### config.mk
export PLATFORM = sky130hd
export DESIGN_NAME = apr_regfile
export DESIGN_NICKNAME = d
export VERILOG_FILES = /design/src/rtl/apr_pkg.sv /design/src/rtl/apr_decode.sv /design/src/rtl/apr_lane_merge.sv /design/src/rtl/apr_chan_regs.sv /design/src/rtl/apr_irq.sv /design/src/rtl/apr_regfile.sv
export SDC_FILE = /design/constraint.sdc
export NUM_CORES = 1
export LEC_CHECK = 0
export ABC_AREA = 1
export BUFFER_PORTS_ARGS = -buffer_cell sky130_fd_sc_hd__buf_2
export CAP_MARGIN = 20
export CORE_UTILIZATION = 50
export DETAILED_ROUTE_END_ITERATION = 8
export PLACE_DENSITY = 0.67
export SYNTH_ARGS = -nofsm -noshare
export SYNTH_HDL_FRONTEND = slang
export SYNTH_HIERARCHICAL = 1
export SYNTH_SLANG_ARGS = --single-unit
### constraint.sdc
create_clock -name clk_i -period 5.4 [get_ports clk_i]
set_input_delay 1.08 -clock clk_i [delete_from_list [all_inputs] [get_ports clk_i]]
set_output_delay 1.08 -clock clk_i [all_outputs]
set_load 0.005 [all_outputs]
### src/rtl/apr_pkg.sv
package apr_pkg;
  localparam int DW     = 32;
  localparam int NB     = DW / 8;
  localparam int PAGE_W = 4;
  localparam int OFS_W  = 8;
  localparam int EA_W   = OFS_W + PAGE_W;
  localparam int NCH    = 3;
  localparam int CNT_W  = 16;

  localparam logic [1:0] SZ_BYTE = 2'd0;
  localparam logic [1:0] SZ_HALF = 2'd1;
  localparam logic [1:0] SZ_WORD = 2'd2;

  typedef enum logic [3:0] {
    SEL_NONE, SEL_CTRL, SEL_STAT, SEL_PAGE, SEL_CODEC,
    SEL_SCTL, SEL_SCNT, SEL_FADDR, SEL_FCNT
  } reg_sel_e;

  function automatic logic [NB-1:0] lane_en(input logic [1:0] sz, input logic [1:0] lane);
    logic [NB-1:0] base;
    case (sz)
      SZ_BYTE: base = NB'(1);
      SZ_HALF: base = NB'(3);
      default: base = '1;
    endcase
    return base << lane;
  endfunction

  function automatic logic [DW-1:0] size_mask(input logic [1:0] sz);
    logic [DW-1:0] m;
    case (sz)
      SZ_BYTE: m = DW'(8'hFF);
      SZ_HALF: m = DW'(16'hFFFF);
      default: m = '1;
    endcase
    return m;
  endfunction
endpackage

### src/rtl/apr_decode.sv
module apr_decode
  import apr_pkg::*;
(
  input  logic [OFS_W-1:0]  addr_i,
  input  logic [PAGE_W-1:0] page_i,
  output reg_sel_e          sel_o,
  output logic [1:0]        ch_o,
  output logic [1:0]        lane_o
);
  logic [EA_W-1:0] ea;
  logic [EA_W-1:0] ea_word;

  // paged window 0x30..0x3F
  assign ea      = (addr_i[OFS_W-1:4] == 4'h3) ? {page_i, addr_i} : {{PAGE_W{1'b0}}, addr_i};
  assign ea_word = {ea[EA_W-1:2], 2'b00};
  assign lane_o  = ea[1:0];

  always_comb begin
    sel_o = SEL_NONE;
    ch_o  = 2'd0;
    case (ea_word)
      EA_W'(12'h000): sel_o = SEL_CTRL;
      EA_W'(12'h004): sel_o = SEL_STAT;
      EA_W'(12'h00C): sel_o = SEL_PAGE;
      EA_W'(12'h010): sel_o = SEL_CODEC;
      EA_W'(12'h020): sel_o = SEL_SCTL;
      EA_W'(12'h024): begin sel_o = SEL_SCNT;  ch_o = 2'd0; end
      EA_W'(12'h028): begin sel_o = SEL_SCNT;  ch_o = 2'd1; end
      EA_W'(12'h02C): begin sel_o = SEL_SCNT;  ch_o = 2'd2; end
      EA_W'(12'hC30): begin sel_o = SEL_FADDR; ch_o = 2'd0; end
      EA_W'(12'hC34): begin sel_o = SEL_FCNT;  ch_o = 2'd0; end
      EA_W'(12'hC38): begin sel_o = SEL_FADDR; ch_o = 2'd1; end
      EA_W'(12'hC3C): begin sel_o = SEL_FCNT;  ch_o = 2'd1; end
      EA_W'(12'hD30): begin sel_o = SEL_FADDR; ch_o = 2'd2; end
      EA_W'(12'hD34): begin sel_o = SEL_FCNT;  ch_o = 2'd2; end
      default: ;
    endcase
  end
endmodule

### src/rtl/apr_lane_merge.sv
module apr_lane_merge
  import apr_pkg::*;
(
  input  logic [DW-1:0] cur_i,
  input  logic [DW-1:0] wdata_i,
  input  logic [1:0]    lane_i,
  input  logic [NB-1:0] be_i,
  output logic [DW-1:0] merged_o
);
  logic [DW-1:0] shifted;
  assign shifted = wdata_i << {lane_i, 3'b000};

  for (genvar b = 0; b < NB; b++) begin : g_lane
    assign merged_o[8*b +: 8] = be_i[b] ? shifted[8*b +: 8] : cur_i[8*b +: 8];
  end
endmodule

### src/rtl/apr_chan_regs.sv
module apr_chan_regs
  import apr_pkg::*;
(
  input  logic          clk_i,
  input  logic          rst_ni,
  input  logic          scnt_we_i,
  input  logic          faddr_we_i,
  input  logic          fcnt_we_i,
  input  logic [DW-1:0] wdata_i,
  output logic [DW-1:0] scnt_o,
  output logic [DW-1:0] faddr_o,
  output logic [DW-1:0] fcnt_o
);
  logic [CNT_W-1:0] prog_q;
  logic [DW-1:0]    faddr_q, fcnt_q;

  always_ff @(posedge clk_i or negedge rst_ni) begin
    if (!rst_ni) begin
      prog_q  <= '0;
      faddr_q <= '0;
      fcnt_q  <= '0;
    end else begin
      if (scnt_we_i)  prog_q  <= wdata_i[CNT_W-1:0];
      if (faddr_we_i) faddr_q <= wdata_i;
      if (fcnt_we_i)  fcnt_q  <= wdata_i;
    end
  end

  // current count is advanced by the DMA engine, outside this block
  assign scnt_o  = {{(DW-CNT_W){1'b0}}, prog_q};
  assign faddr_o = faddr_q;
  assign fcnt_o  = fcnt_q;

  assert_fcnt_hold_R5: assert property (@(posedge clk_i) disable iff (!rst_ni)
    !fcnt_we_i |=> $stable(fcnt_o));
  assert_scnt_load_R7: assert property (@(posedge clk_i) disable iff (!rst_ni)
    scnt_we_i |=> scnt_o == {{(DW-CNT_W){1'b0}}, $past(wdata_i[CNT_W-1:0])});
endmodule

### src/rtl/apr_irq.sv
module apr_irq
  import apr_pkg::*;
(
  input  logic           clk_i,
  input  logic           rst_ni,
  input  logic [NCH-1:0] evt_i,
  input  logic [NCH-1:0] en_i,
  input  logic [NCH-1:0] en_fall_i,
  output logic [NCH-1:0] pend_o,
  output logic           irq_o
);
  logic [NCH-1:0] pend_q;

  // disable edge wins over a same-cycle event
  always_ff @(posedge clk_i or negedge rst_ni) begin
    if (!rst_ni) pend_q <= '0;
    else         pend_q <= (pend_q | (evt_i & en_i)) & ~en_fall_i;
  end

  assign pend_o = pend_q;
  assign irq_o  = |pend_q;

  for (genvar c = 0; c < NCH; c++) begin : g_chk
    assert_pend_set_R9: assert property (@(posedge clk_i) disable iff (!rst_ni)
      $rose(pend_q[c]) |-> $past(evt_i[c] && en_i[c]));
    assert_pend_clr_R10: assert property (@(posedge clk_i) disable iff (!rst_ni)
      $past(en_fall_i[c]) |-> !pend_q[c]);
  end
endmodule

### src/rtl/apr_regfile.sv
module apr_regfile
  import apr_pkg::*;
(
  input  logic             clk_i,
  input  logic             rst_ni,
  input  logic             req_i,
  input  logic             we_i,
  input  logic [1:0]       size_i,
  input  logic [OFS_W-1:0] addr_i,
  input  logic [DW-1:0]    wdata_i,
  output logic [DW-1:0]    rdata_o,
  output logic             rvalid_o,
  input  logic [NCH-1:0]   chan_evt_i,
  output logic             irq_o
);
  localparam logic [DW-1:0] CTRL_RST    = DW'(1);
  localparam logic [DW-1:0] STAT_FIXED  = DW'(8'h60);
  localparam int            EN_LSB      = 8;
  localparam int            STAT_IRQ    = DW - 1;
  localparam int            NMRG        = 3;

  logic [DW-1:0]     ctrl_q, sctl_q, codec_q;
  logic [PAGE_W-1:0] page_q;
  reg_sel_e          sel;
  logic [1:0]        ch, lane;
  logic [NB-1:0]     be;
  logic              wr, rd, full_wr, scnt_wr;
  logic [NCH-1:0]    en, en_fall, pend;
  logic [DW-1:0]     stat_word, rd_word, rd_val, rdata_q;
  logic              rvalid_q;
  logic [NMRG-1:0][DW-1:0] mrg_cur, mrg_out;
  logic [NCH-1:0][DW-1:0]  scnt, faddr, fcnt;

  apr_decode u_decode (
    .addr_i (addr_i),
    .page_i (page_q),
    .sel_o  (sel),
    .ch_o   (ch),
    .lane_o (lane)
  );

  assign wr      = req_i & we_i;
  assign rd      = req_i & ~we_i;
  assign be      = lane_en(size_i, lane);
  assign full_wr = wr && (size_i == SZ_WORD) && (lane == 2'd0);
  assign scnt_wr = wr && (sel == SEL_SCNT) && (lane == 2'd0) && (size_i != SZ_BYTE);

  // lane merge: 0 control, 1 serial control, 2 codec
  assign mrg_cur = {codec_q, sctl_q, ctrl_q};
  for (genvar m = 0; m < NMRG; m++) begin : g_mrg
    apr_lane_merge u_merge (
      .cur_i    (mrg_cur[m]),
      .wdata_i  (wdata_i),
      .lane_i   (lane),
      .be_i     (be),
      .merged_o (mrg_out[m])
    );
  end

  always_ff @(posedge clk_i or negedge rst_ni) begin
    if (!rst_ni) begin
      ctrl_q  <= CTRL_RST;
      sctl_q  <= '0;
      codec_q <= '0;
      page_q  <= '0;
    end else if (wr) begin
      case (sel)
        SEL_CTRL:  ctrl_q  <= mrg_out[0];
        SEL_SCTL:  sctl_q  <= mrg_out[1];
        SEL_CODEC: codec_q <= mrg_out[2];
        SEL_PAGE:  if (be[0]) page_q <= wdata_i[PAGE_W-1:0];
        default: ;
      endcase
    end
  end

  for (genvar c = 0; c < NCH; c++) begin : g_ch
    apr_chan_regs u_chan (
      .clk_i      (clk_i),
      .rst_ni     (rst_ni),
      .scnt_we_i  (scnt_wr && (ch == 2'(c))),
      .faddr_we_i (full_wr && (sel == SEL_FADDR) && (ch == 2'(c))),
      .fcnt_we_i  (full_wr && (sel == SEL_FCNT) && (ch == 2'(c))),
      .wdata_i    (wdata_i),
      .scnt_o     (scnt[c]),
      .faddr_o    (faddr[c]),
      .fcnt_o     (fcnt[c])
    );
  end

  assign en      = sctl_q[EN_LSB +: NCH];
  assign en_fall = (wr && sel == SEL_SCTL) ? (en & ~mrg_out[1][EN_LSB +: NCH]) : '0;

  apr_irq u_irq (
    .clk_i     (clk_i),
    .rst_ni    (rst_ni),
    .evt_i     (chan_evt_i),
    .en_i      (en),
    .en_fall_i (en_fall),
    .pend_o    (pend),
    .irq_o     (irq_o)
  );

  // pending bits are packed in reverse channel order
  always_comb begin
    stat_word = STAT_FIXED;
    for (int c = 0; c < NCH; c++) stat_word[NCH-1-c] = pend[c];
    stat_word[STAT_IRQ] = irq_o;
  end

  always_comb begin
    case (sel)
      SEL_CTRL:  rd_word = ctrl_q;
      SEL_STAT:  rd_word = stat_word;
      SEL_PAGE:  rd_word = DW'(page_q);
      SEL_CODEC: rd_word = codec_q;
      SEL_SCTL:  rd_word = sctl_q;
      SEL_SCNT:  rd_word = scnt[ch];
      SEL_FADDR: rd_word = faddr[ch];
      SEL_FCNT:  rd_word = fcnt[ch];
      default:   rd_word = '1;
    endcase
  end

  assign rd_val = (rd_word >> {lane, 3'b000}) & size_mask(size_i);

  always_ff @(posedge clk_i or negedge rst_ni) begin
    if (!rst_ni) begin
      rdata_q  <= '0;
      rvalid_q <= 1'b0;
    end else begin
      rvalid_q <= rd;
      if (rd) rdata_q <= rd_val;
    end
  end

  assign rdata_o  = rdata_q;
  assign rvalid_o = rvalid_q;

  assert_ctrl_lane_R2: assert property (@(posedge clk_i) disable iff (!rst_ni)
    (wr && sel == SEL_CTRL && size_i == SZ_BYTE && lane == 2'd1)
      |=> (ctrl_q[7:0] == $past(ctrl_q[7:0])) && (ctrl_q[15:8] == $past(wdata_i[7:0])));
  assert_read_latency_R3: assert property (@(posedge clk_i) disable iff (!rst_ni)
    rd |=> rvalid_o);
  assert_page_load_R4: assert property (@(posedge clk_i) disable iff (!rst_ni)
    (wr && sel == SEL_PAGE && lane == 2'd0) |=> page_q == $past(wdata_i[PAGE_W-1:0]));
  assert_unmapped_ones_R6: assert property (@(posedge clk_i) disable iff (!rst_ni)
    (rd && sel == SEL_NONE && size_i == SZ_WORD && lane == 2'd0) |=> rdata_o == '1);
endmodule

After elaboration in Yosys (flattened, before gate mapping)
Cells that the tools add are included.
{"block": "op_classes", "n_shift": 3, "magnitude_cmp": 1, "n_div": 0, "eq_ne": 26, "n_addsub": 0, "bitwise_logic": 10, "n_mux": 14, "n_mul": 0, "reduce_logical": 42}
{"op": "case mux 32 bit (8 select lines)", "n": 1}
{"op": "binary-select mux 32 bit (select 2 bit)", "n": 3}
{"op": "two-way mux 32 bit", "n": 3}
{"op": "case mux 32 bit (2 select lines)", "n": 1}
{"op": "equality test 10 bit (second input constant)", "n": 6}
{"op": "equality test 10 x 4 -> 1 bit (second input constant)", "n": 4}
{"op": "AND reduction 3 bit", "n": 13}
{"op": "AND 32 bit", "n": 1}
{"op": "case mux 4 bit (8 select lines)", "n": 1}
{"op": "left shift 32 x 5 -> 32 bit", "n": 1}
{"op": ">> shifter 32 x 5 -> 32 bit", "n": 1}
{"op": "OR reduction 3 bit", "n": 6}
{"op": "logical AND 1 bit", "n": 17}
{"op": "equality test 4 x 3 -> 1 bit (second input constant)", "n": 4}
{"op": "equality test 4 x 2 -> 1 bit (second input constant)", "n": 3}
{"op": "logical NOT 12 bit", "n": 1}
{"op": "two-way mux 12 bit", "n": 1}
{"op": "equality test 10 x 1 -> 1 bit (second input constant)", "n": 1}
{"op": "equality test 10 x 2 -> 1 bit (second input constant)", "n": 1}
{"op": "equality test 10 x 3 -> 1 bit (second input constant)", "n": 1}
{"op": "AND 3 bit", "n": 3}
{"op": "case mux 4 bit (2 select lines)", "n": 1}
{"op": "logical NOT 2 bit", "n": 3}
{"op": "two-way mux 3 bit", "n": 2}
{"op": "13 further kinds", "n": 17}
{"block": "totals", "wordCells": 122, "ram_bits": 0, "rom_bits": 0, "n_memories": 0, "ff_bits": 376, "out_inout_bits": 34, "latchBits": 0, "in_bits": 49}

Longest topological paths before layout
{"block": "logic_depth", "depth_word": 10, "depth_mapped": 23, "mapped_depth_nobuf": 21}

Modules after synthesis
Netlist, hierarchy kept.
{"module": "apr_chan_regs", "area_per_inst_um2": 3323.2, "n_inst": 3, "cells_each": 357, "seq_area_each_um2": 2001.9}
{"module": "apr_regfile", "area_per_inst_um2": 9409.0, "n_inst": 1, "cells_each": 1411, "seq_area_each_um2": 3329.4}
{"module": "apr_lane_merge", "area_per_inst_um2": 947.2, "n_inst": 3, "cells_each": 203, "seq_area_each_um2": 0.0}
{"module": "apr_decode", "area_per_inst_um2": 230.2, "n_inst": 1, "cells_each": 47, "seq_area_each_um2": 0.0}
{"module": "apr_irq", "area_per_inst_um2": 128.9, "n_inst": 1, "cells_each": 13, "seq_area_each_um2": 75.1}

Least setup slack after synthesis
OpenSTA, ideal clock, no wires.
{"block": "synth_path", "kind": "input port to flip-flop", "from": "input addr_i[7]", "to": "register g_ch[0].u_chan.fcnt_q[14]", "setup_slack_ns": 2.243, "arrival_ns": 3.040, "t_required_ns": 5.284, "stages": 15, "path_buffers": 3, "setup_ns": 0.116, "path_cell_list": "nor2_1 -> nand2_1 -> inv_2 -> nand3_1 -> a21boi_1 -> inv_2 -> nor2_2 -> buf_2 -> nand4_1 -> nor2_1 -> buf_6 -> inv_8 -> buf_12 -> nand2_1 -> nand2_1"}
{"block": "synth_between", "elab_chain_cells": 8, "word_cells_on_any_way": 27, "classes_between": "eq/ne (15); mux (3); reduce/logical (9)"}
{"item": "start: declaration", "line": "apr_regfile.sv:9", "text": "input logic [OFS_W-1:0] addr_i,"}
{"item": "equality test 4 x 2 -> 1 bit", "line": "apr_decode.sv:14", "text": "assign ea = (addr_i[OFS_W-1:4] == 4'h3) ? {page_i, addr_i} : {{PAGE_W{1'b0}}, addr_i};"}
{"item": "two-way mux 12 bit (*)", "line": "apr_decode.sv:14"}
{"item": "equality test 10 bit / equality test 10 x 4 -> 1 bit (equally long branches)", "line": "apr_decode.sv:21", "text": "case (ea_word)"}
{"item": "OR reduction 3 bit (no line)"}
{"item": "case mux 4 bit (8 select lines) (*)", "line": "apr_decode.sv:21"}
{"item": "named net sel[3]", "line": "apr_regfile.sv:24", "text": "reg_sel_e sel;"}
{"item": "equality test 4 bit (*)", "line": "apr_regfile.sv:83", "text": ".fcnt_we_i (full_wr && (sel == SEL_FCNT) && (ch == 2'(c))),"}
{"item": "logical AND 1 bit (*) (2 in series)", "line": "apr_regfile.sv:83"}
{"item": "end signal: assignment", "line": "apr_chan_regs.sv:25", "text": "if (fcnt_we_i) fcnt_q <= wdata_i;"}
{"item": "end: declaration", "line": "apr_chan_regs.sv:15", "text": "logic [DW-1:0] faddr_q, fcnt_q;"}
Mark *: on every way through the listed nets, which the timed path passes. The rest lies on a longest branch.
A chain may end at the register's enable or synchronous reset.

Worst setup path after layout
{"block": "layout_path", "from": "input addr_i[7]", "to": "register rdata_q[1] (netlist: rdata_o[1])"}
{"block": "layout_between", "word_cells_on_any_way": 40, "classes_between": "eq/ne (22); shift (1); mux (10); bitwise (1); reduce/logical (6)"}
{"item": "equality test 4 x 2 -> 1 bit", "line": "apr_decode.sv:14"}
{"item": "two-way mux 12 bit (*)", "line": "apr_decode.sv:14"}
{"item": "equality test 10 bit / equality test 10 x 4 -> 1 bit (equally long branches)", "line": "apr_decode.sv:21"}
{"item": "OR reduction 3 bit (no line)"}
{"item": "case mux 4 bit (8 select lines) (*)", "line": "apr_decode.sv:21"}
{"item": "named net sel[1]", "line": "apr_regfile.sv:24"}
{"item": "equality test 4 bit, or another cell as far along", "line": "apr_regfile.sv:112", "text": "case (sel)"}
{"item": "case mux 32 bit (8 select lines) (*)", "line": "apr_regfile.sv:112"}
{"item": ">> shifter 32 x 5 -> 32 bit (*)", "line": "apr_regfile.sv:125", "text": "assign rd_val = (rd_word >> {lane, 3'b000}) & size_mask(size_i);"}
{"item": "AND 32 bit (*)", "line": "apr_regfile.sv:125"}
{"item": "end signal: assignment", "line": "apr_regfile.sv:133", "text": "if (rd) rdata_q <= rd_val;"}
{"item": "end: declaration", "line": "apr_regfile.sv:29", "text": "logic [DW-1:0] stat_word, rd_word, rd_val, rdata_q;"}
Mark *: on every way through the listed nets, which the timed path passes. The rest lies on a longest branch. The select of a mux whose other input is x is not followed.

==> impl_summary.txt <==
----------------------------------------------------
[Run status]
  Result of the run ... finished, final reports clean

[Synth]
  Number of flops mapped to enable cells by yosys ... 0
  Most area-consuming cells after synthesis ... sky130_fd_sc_hd__dfrtp_1 (42%), sky130_fd_sc_hd__nand2_1 (25%), sky130_fd_sc_hd__nand3_1 (10%)
  #FFs+latches synth ... roughly 380
  Total number of yosys warnings ... 6
  Post-synthesis average cell area ... between 7 and 8 um2
  Post-synthesis async set-or-reset flop share ... between 90% and 100%
  Cell type with the largest total area after synthesis ... sky130_fd_sc_hd__dfrtp_1
  Post-synthesis instance area ... between 0.02 and 0.025 mm2
  Sequential fraction of the synthesis area ... a little over two fifths
  Number of standard cells after synthesis ... around 3,200
  Commonest register cell after synthesis ... sky130_fd_sc_hd__dfrtp_1
  Distinct cell type count after synthesis ... between 40 and 50
  Top cell type's share of synthesized area ... 41.56%

[Worst setup path]
  Launch instance of the worst register-to-register path ... page_q[3]
  Count of buffer and inverter cells on the critical path ... 3
  Master of the slowest instance on the critical path ... sky130_fd_sc_hd__nor3_4
  Number of cells on the worst reg-to-reg path ... 17
  Cell breakdown of the critical path ... buf_2, nor2_1, nand3_1, nand2_1, nand2_1, nand2_1, nand2_1, nand3_1, inv_1, nor3_4, buf_4, nand2_1, nand2_1, nor2_1, nand2_1, nor2_1, nor2_1, nand2_1, nand2_1
  CP Capture Type ... flip-flop
  FF-to-FF End ... rdata_o[3]
  Kind of critical path ... primary input to flip-flop
  Crit-path max cell delay ... 0.64 ns
  CP startpoint kind ... primary input
  Worst EP required ... roughly 5.9 ns
  Crit path max-delay family ... simple AND/OR/NAND/NOR gates
  Flop2flop setup slack ... 1.73 ns
  Crit path top cell by count ... sky130_fd_sc_hd__nand2_1
  CP Max Fanout ... 20
  CP arrival ... around 4.4 ns

[Final layout]
  Most frequent cells in the layout ... sky130_fd_sc_hd__nand2_1 (1,492), sky130_fd_sc_hd__nand3_1 (462), sky130_fd_sc_hd__dfrtp_1 (375)
  Total inserted antenna cells ... 0
  Number of nets in the final layout ... ~3,200
  Most frequent standard cell in the layout excluding fill and tap cells ... sky130_fd_sc_hd__nand2_1
  Final standard cell area without fillers ... 0.02404 mm2
  Register Area ... between 0.009 and 0.01 mm2
  Final-layout fill cell count ... between 4,000 and 5,000
  Area added between synthesis and finish ... 6.461%
  Fraction of final layout cells sized beyond drive strength 1 ... a little over an eighth
  Non-filler cells in the finished layout ... between 3,000 and 4,000
  Footprint of the multi-input gates ... about 0.011 mm2

[Drt]
  Violation count after the first detailed-routing iteration ... approximately 2,700
  Average wire per standard cell ... 21.23 um
  Final Routed Wirelength ... 79,910 um
  Vias per std cell ... roughly 5.7
  Via total after detailed routing ... approximately 21,000
  Number of routed nets with antenna violations ... 0
  Number of design rule violations left after detail routing ... 0
  First-pass iteration count of the detailed router ... 9

[Place]
  Estimated wirelength of the detail-placed design ... 51,420 um
  IO buf count ... between 80 and 90
  Total instance count after detailed placement ... between 3,000 and 4,000
  Routability Congestion ... ~0.99
  Cell area after placement ... 0.02256 mm2

[Floorplan]
  Number of rows in the core area ... 77
  Effective utilization at floorplan ... approximately 51%
  Die ar. ... roughly 0.046 mm2
  Die X ... ~210 um
  Std-Cell Core Area ... 0.04441 mm2
  Number of top-level pins ... 83
  Height of the die ... ~210 um

[Power and ir drop]
  Max rail drop VDD ... around 230 uV
  Power per cell area ... between 200 and 300 mW/mm2
  Lkg Pwr ... about 13 nW

[Clock tree]
  Post-cts sizing count ... 0
  Number of buffers added for setup after CTS ... 0
  Clock network latency to the later pin of the worst-skew pair ... roughly 0.59 ns
  TritonCTS Buffers ... 44
  Maximum number of buffers from clock root to sink ... 3
  Hold buffer count at cts ... 0
  Number of clock sinks ... about 380
  H-Tree Level Count ... 2
  Clock tree from TritonCTS ... built
  Clock root buffer ... sky130_fd_sc_hd__clkbuf_16
  CTS clk-pin slew, worst paths ... 0.06 ns

[Timing]
  Worst-Margin Slew ... 1.027 ns
  Crit share post-route ... between 70% and 80%
  Fin. Hold Viols ... 0
  Max Slew Vio Count ... 0
  Worst Skew ... about 0.014 ns
  Sum of negative setup slack ... 0 ns
  Fin crit period ... 3.887 ns
  Setup repair after global routing missed its margin ... no
  Number of endpoints failing setup at the final stage ... 0
  Upper clock frequency limit ... between 0.2 and 0.3 GHz
  Headroom to the max-slew limit ... 31.53%

[GRT]
  Met3 track demand over resource ... between 7 and 8%
  GRT Resource Usage Total ... around 35%
  Most crowded layer after global routing ... met2
  Vias in the first global route ... around 20,000
  Pin count of the biggest net entering global routing ... around 140
  Grt met1 use ... a little under half
  Initial antenna violation count ... 0
  Global-route wire length before repair ... 122,300 um
  GR Util met2 ... roughly half
  Total congestion overflow ... 0

[Worst hold path]
  Tightest Hold Check Type ... primary input to async pin

[Run]
  Number of maximum-capacitance constraint violations ... 0

----------------------------------------------------
[area by class of cell]
type                            instances  area share (%)
Clock buffer                           63           5.377
Multi-Input combinational cell       2450           45.72
Clock inverter                         16          0.7704
Timing Repair Buffer                  127           3.362
Sequential cell                       376           39.15
Tap cell                              592           3.081
Inverter                              139           2.545
[kinds of logic after synthesis]
group           Yosys count  share of synthesized area, %
flops                   376                         41.68
buf+inv                 370                         10.82
simple gates           2238                         41.49
other cells               3                       0.04987
compound gates           89                         2.222
mux                      75                         3.740
[through the flow]
step	hold WS [ns]	utilization, %	power (W)	setup slack [ns]
after floorplan	0.4418	-	0.003466	2.243
after global placement	0.4530	50.80	0.003769	1.067
after detailed placement	0.4587	50.80	0.003786	1.034
after CTS	0.3938	54.12	0.006838	1.640
after global routing	0.4198	54.12	0.007042	1.337
final	0.3899	54.12	0.006831	1.513
[routing by layer]
| metal | wire (um) | vias to the layer above |
|---|---|---|
| met5 | 0 | - |
| met4 | 4329 | 0 |
| met3 | 9077 | 231 |
| met2 | 34570 | 1246 |
| met1 | 31930 | 10180 |
| li1 | - | 9829 |
[power breakdown]
part | switching (W) | total (W) | internal [W]
sequential | 0.0000797 | 0.00300 | 0.00292
combinational | 0.000549 | 0.000761 | 0.000211
clock | 0.00126 | 0.00307 | 0.00181
[Yosys cell counts, types with 6 or more instances]
library cell and n:
sky130_fd_sc_hd__buf_2 62, sky130_fd_sc_hd__inv_2 8, sky130_fd_sc_hd__nand4_1 8, sky130_fd_sc_hd__o22ai_1 24, sky130_fd_sc_hd__nor2_1 137, sky130_fd_sc_hd__buf_12 9
sky130_fd_sc_hd__clkbuf_8 9, sky130_fd_sc_hd__a21oi_1 27, sky130_fd_sc_hd__inv_1 115, sky130_fd_sc_hd__o21ai_0 22, sky130_fd_sc_hd__nand2_2 103, sky130_fd_sc_hd__inv_8 9
sky130_fd_sc_hd__mux2_2 74, sky130_fd_sc_hd__buf_1 8, sky130_fd_sc_hd__buf_6 46, sky130_fd_sc_hd__nand2_1 1492, sky130_fd_sc_hd__buf_4 72, sky130_fd_sc_hd__o21ai_1 7
sky130_fd_sc_hd__nor2_2 6, sky130_fd_sc_hd__nor3_1 18, sky130_fd_sc_hd__dfrtp_1 375, sky130_fd_sc_hd__nand3_1 463, sky130_fd_sc_hd__clkbuf_1 22
[worst max path at each step]
| stage | endpoint | start | cells past startpoint |
|---|---|---|---|
| 2_1_floorplan | g_ch[0].u_chan/fcnt_o[14] | addr_i[7] | 15 |
| 3_3_place_gp | rdata_o[3] | addr_i[4] | 18 |
| 3_5_place_dp | rdata_o[3] | addr_i[4] | 18 |
| 4_1_cts | ctrl_q[24] | addr_i[7] | 14 |
| 5_1_grt | rdata_o[3] | addr_i[4] | 18 |
| 6_report | rdata_o[1] | addr_i[7] | 19 |
[flip-flops by register name, summed over array words and instances, names as in the netlist]
| name | flops |
|---|---|
| codec_q | 32 |
| ctrl_q | 32 |
| g_ch.u_chan/faddr_o | 96 |
| g_ch.u_chan/fcnt_o | 96 |
| g_ch.u_chan/prog_q | 48 |
| page_q | 4 |
| rdata_o | 32 |
| rvalid_o | 1 |
| sctl_q | 32 |
| u_irq/pend_o | 3 |
No activity file was read; power rests on OpenSTA's default activity.
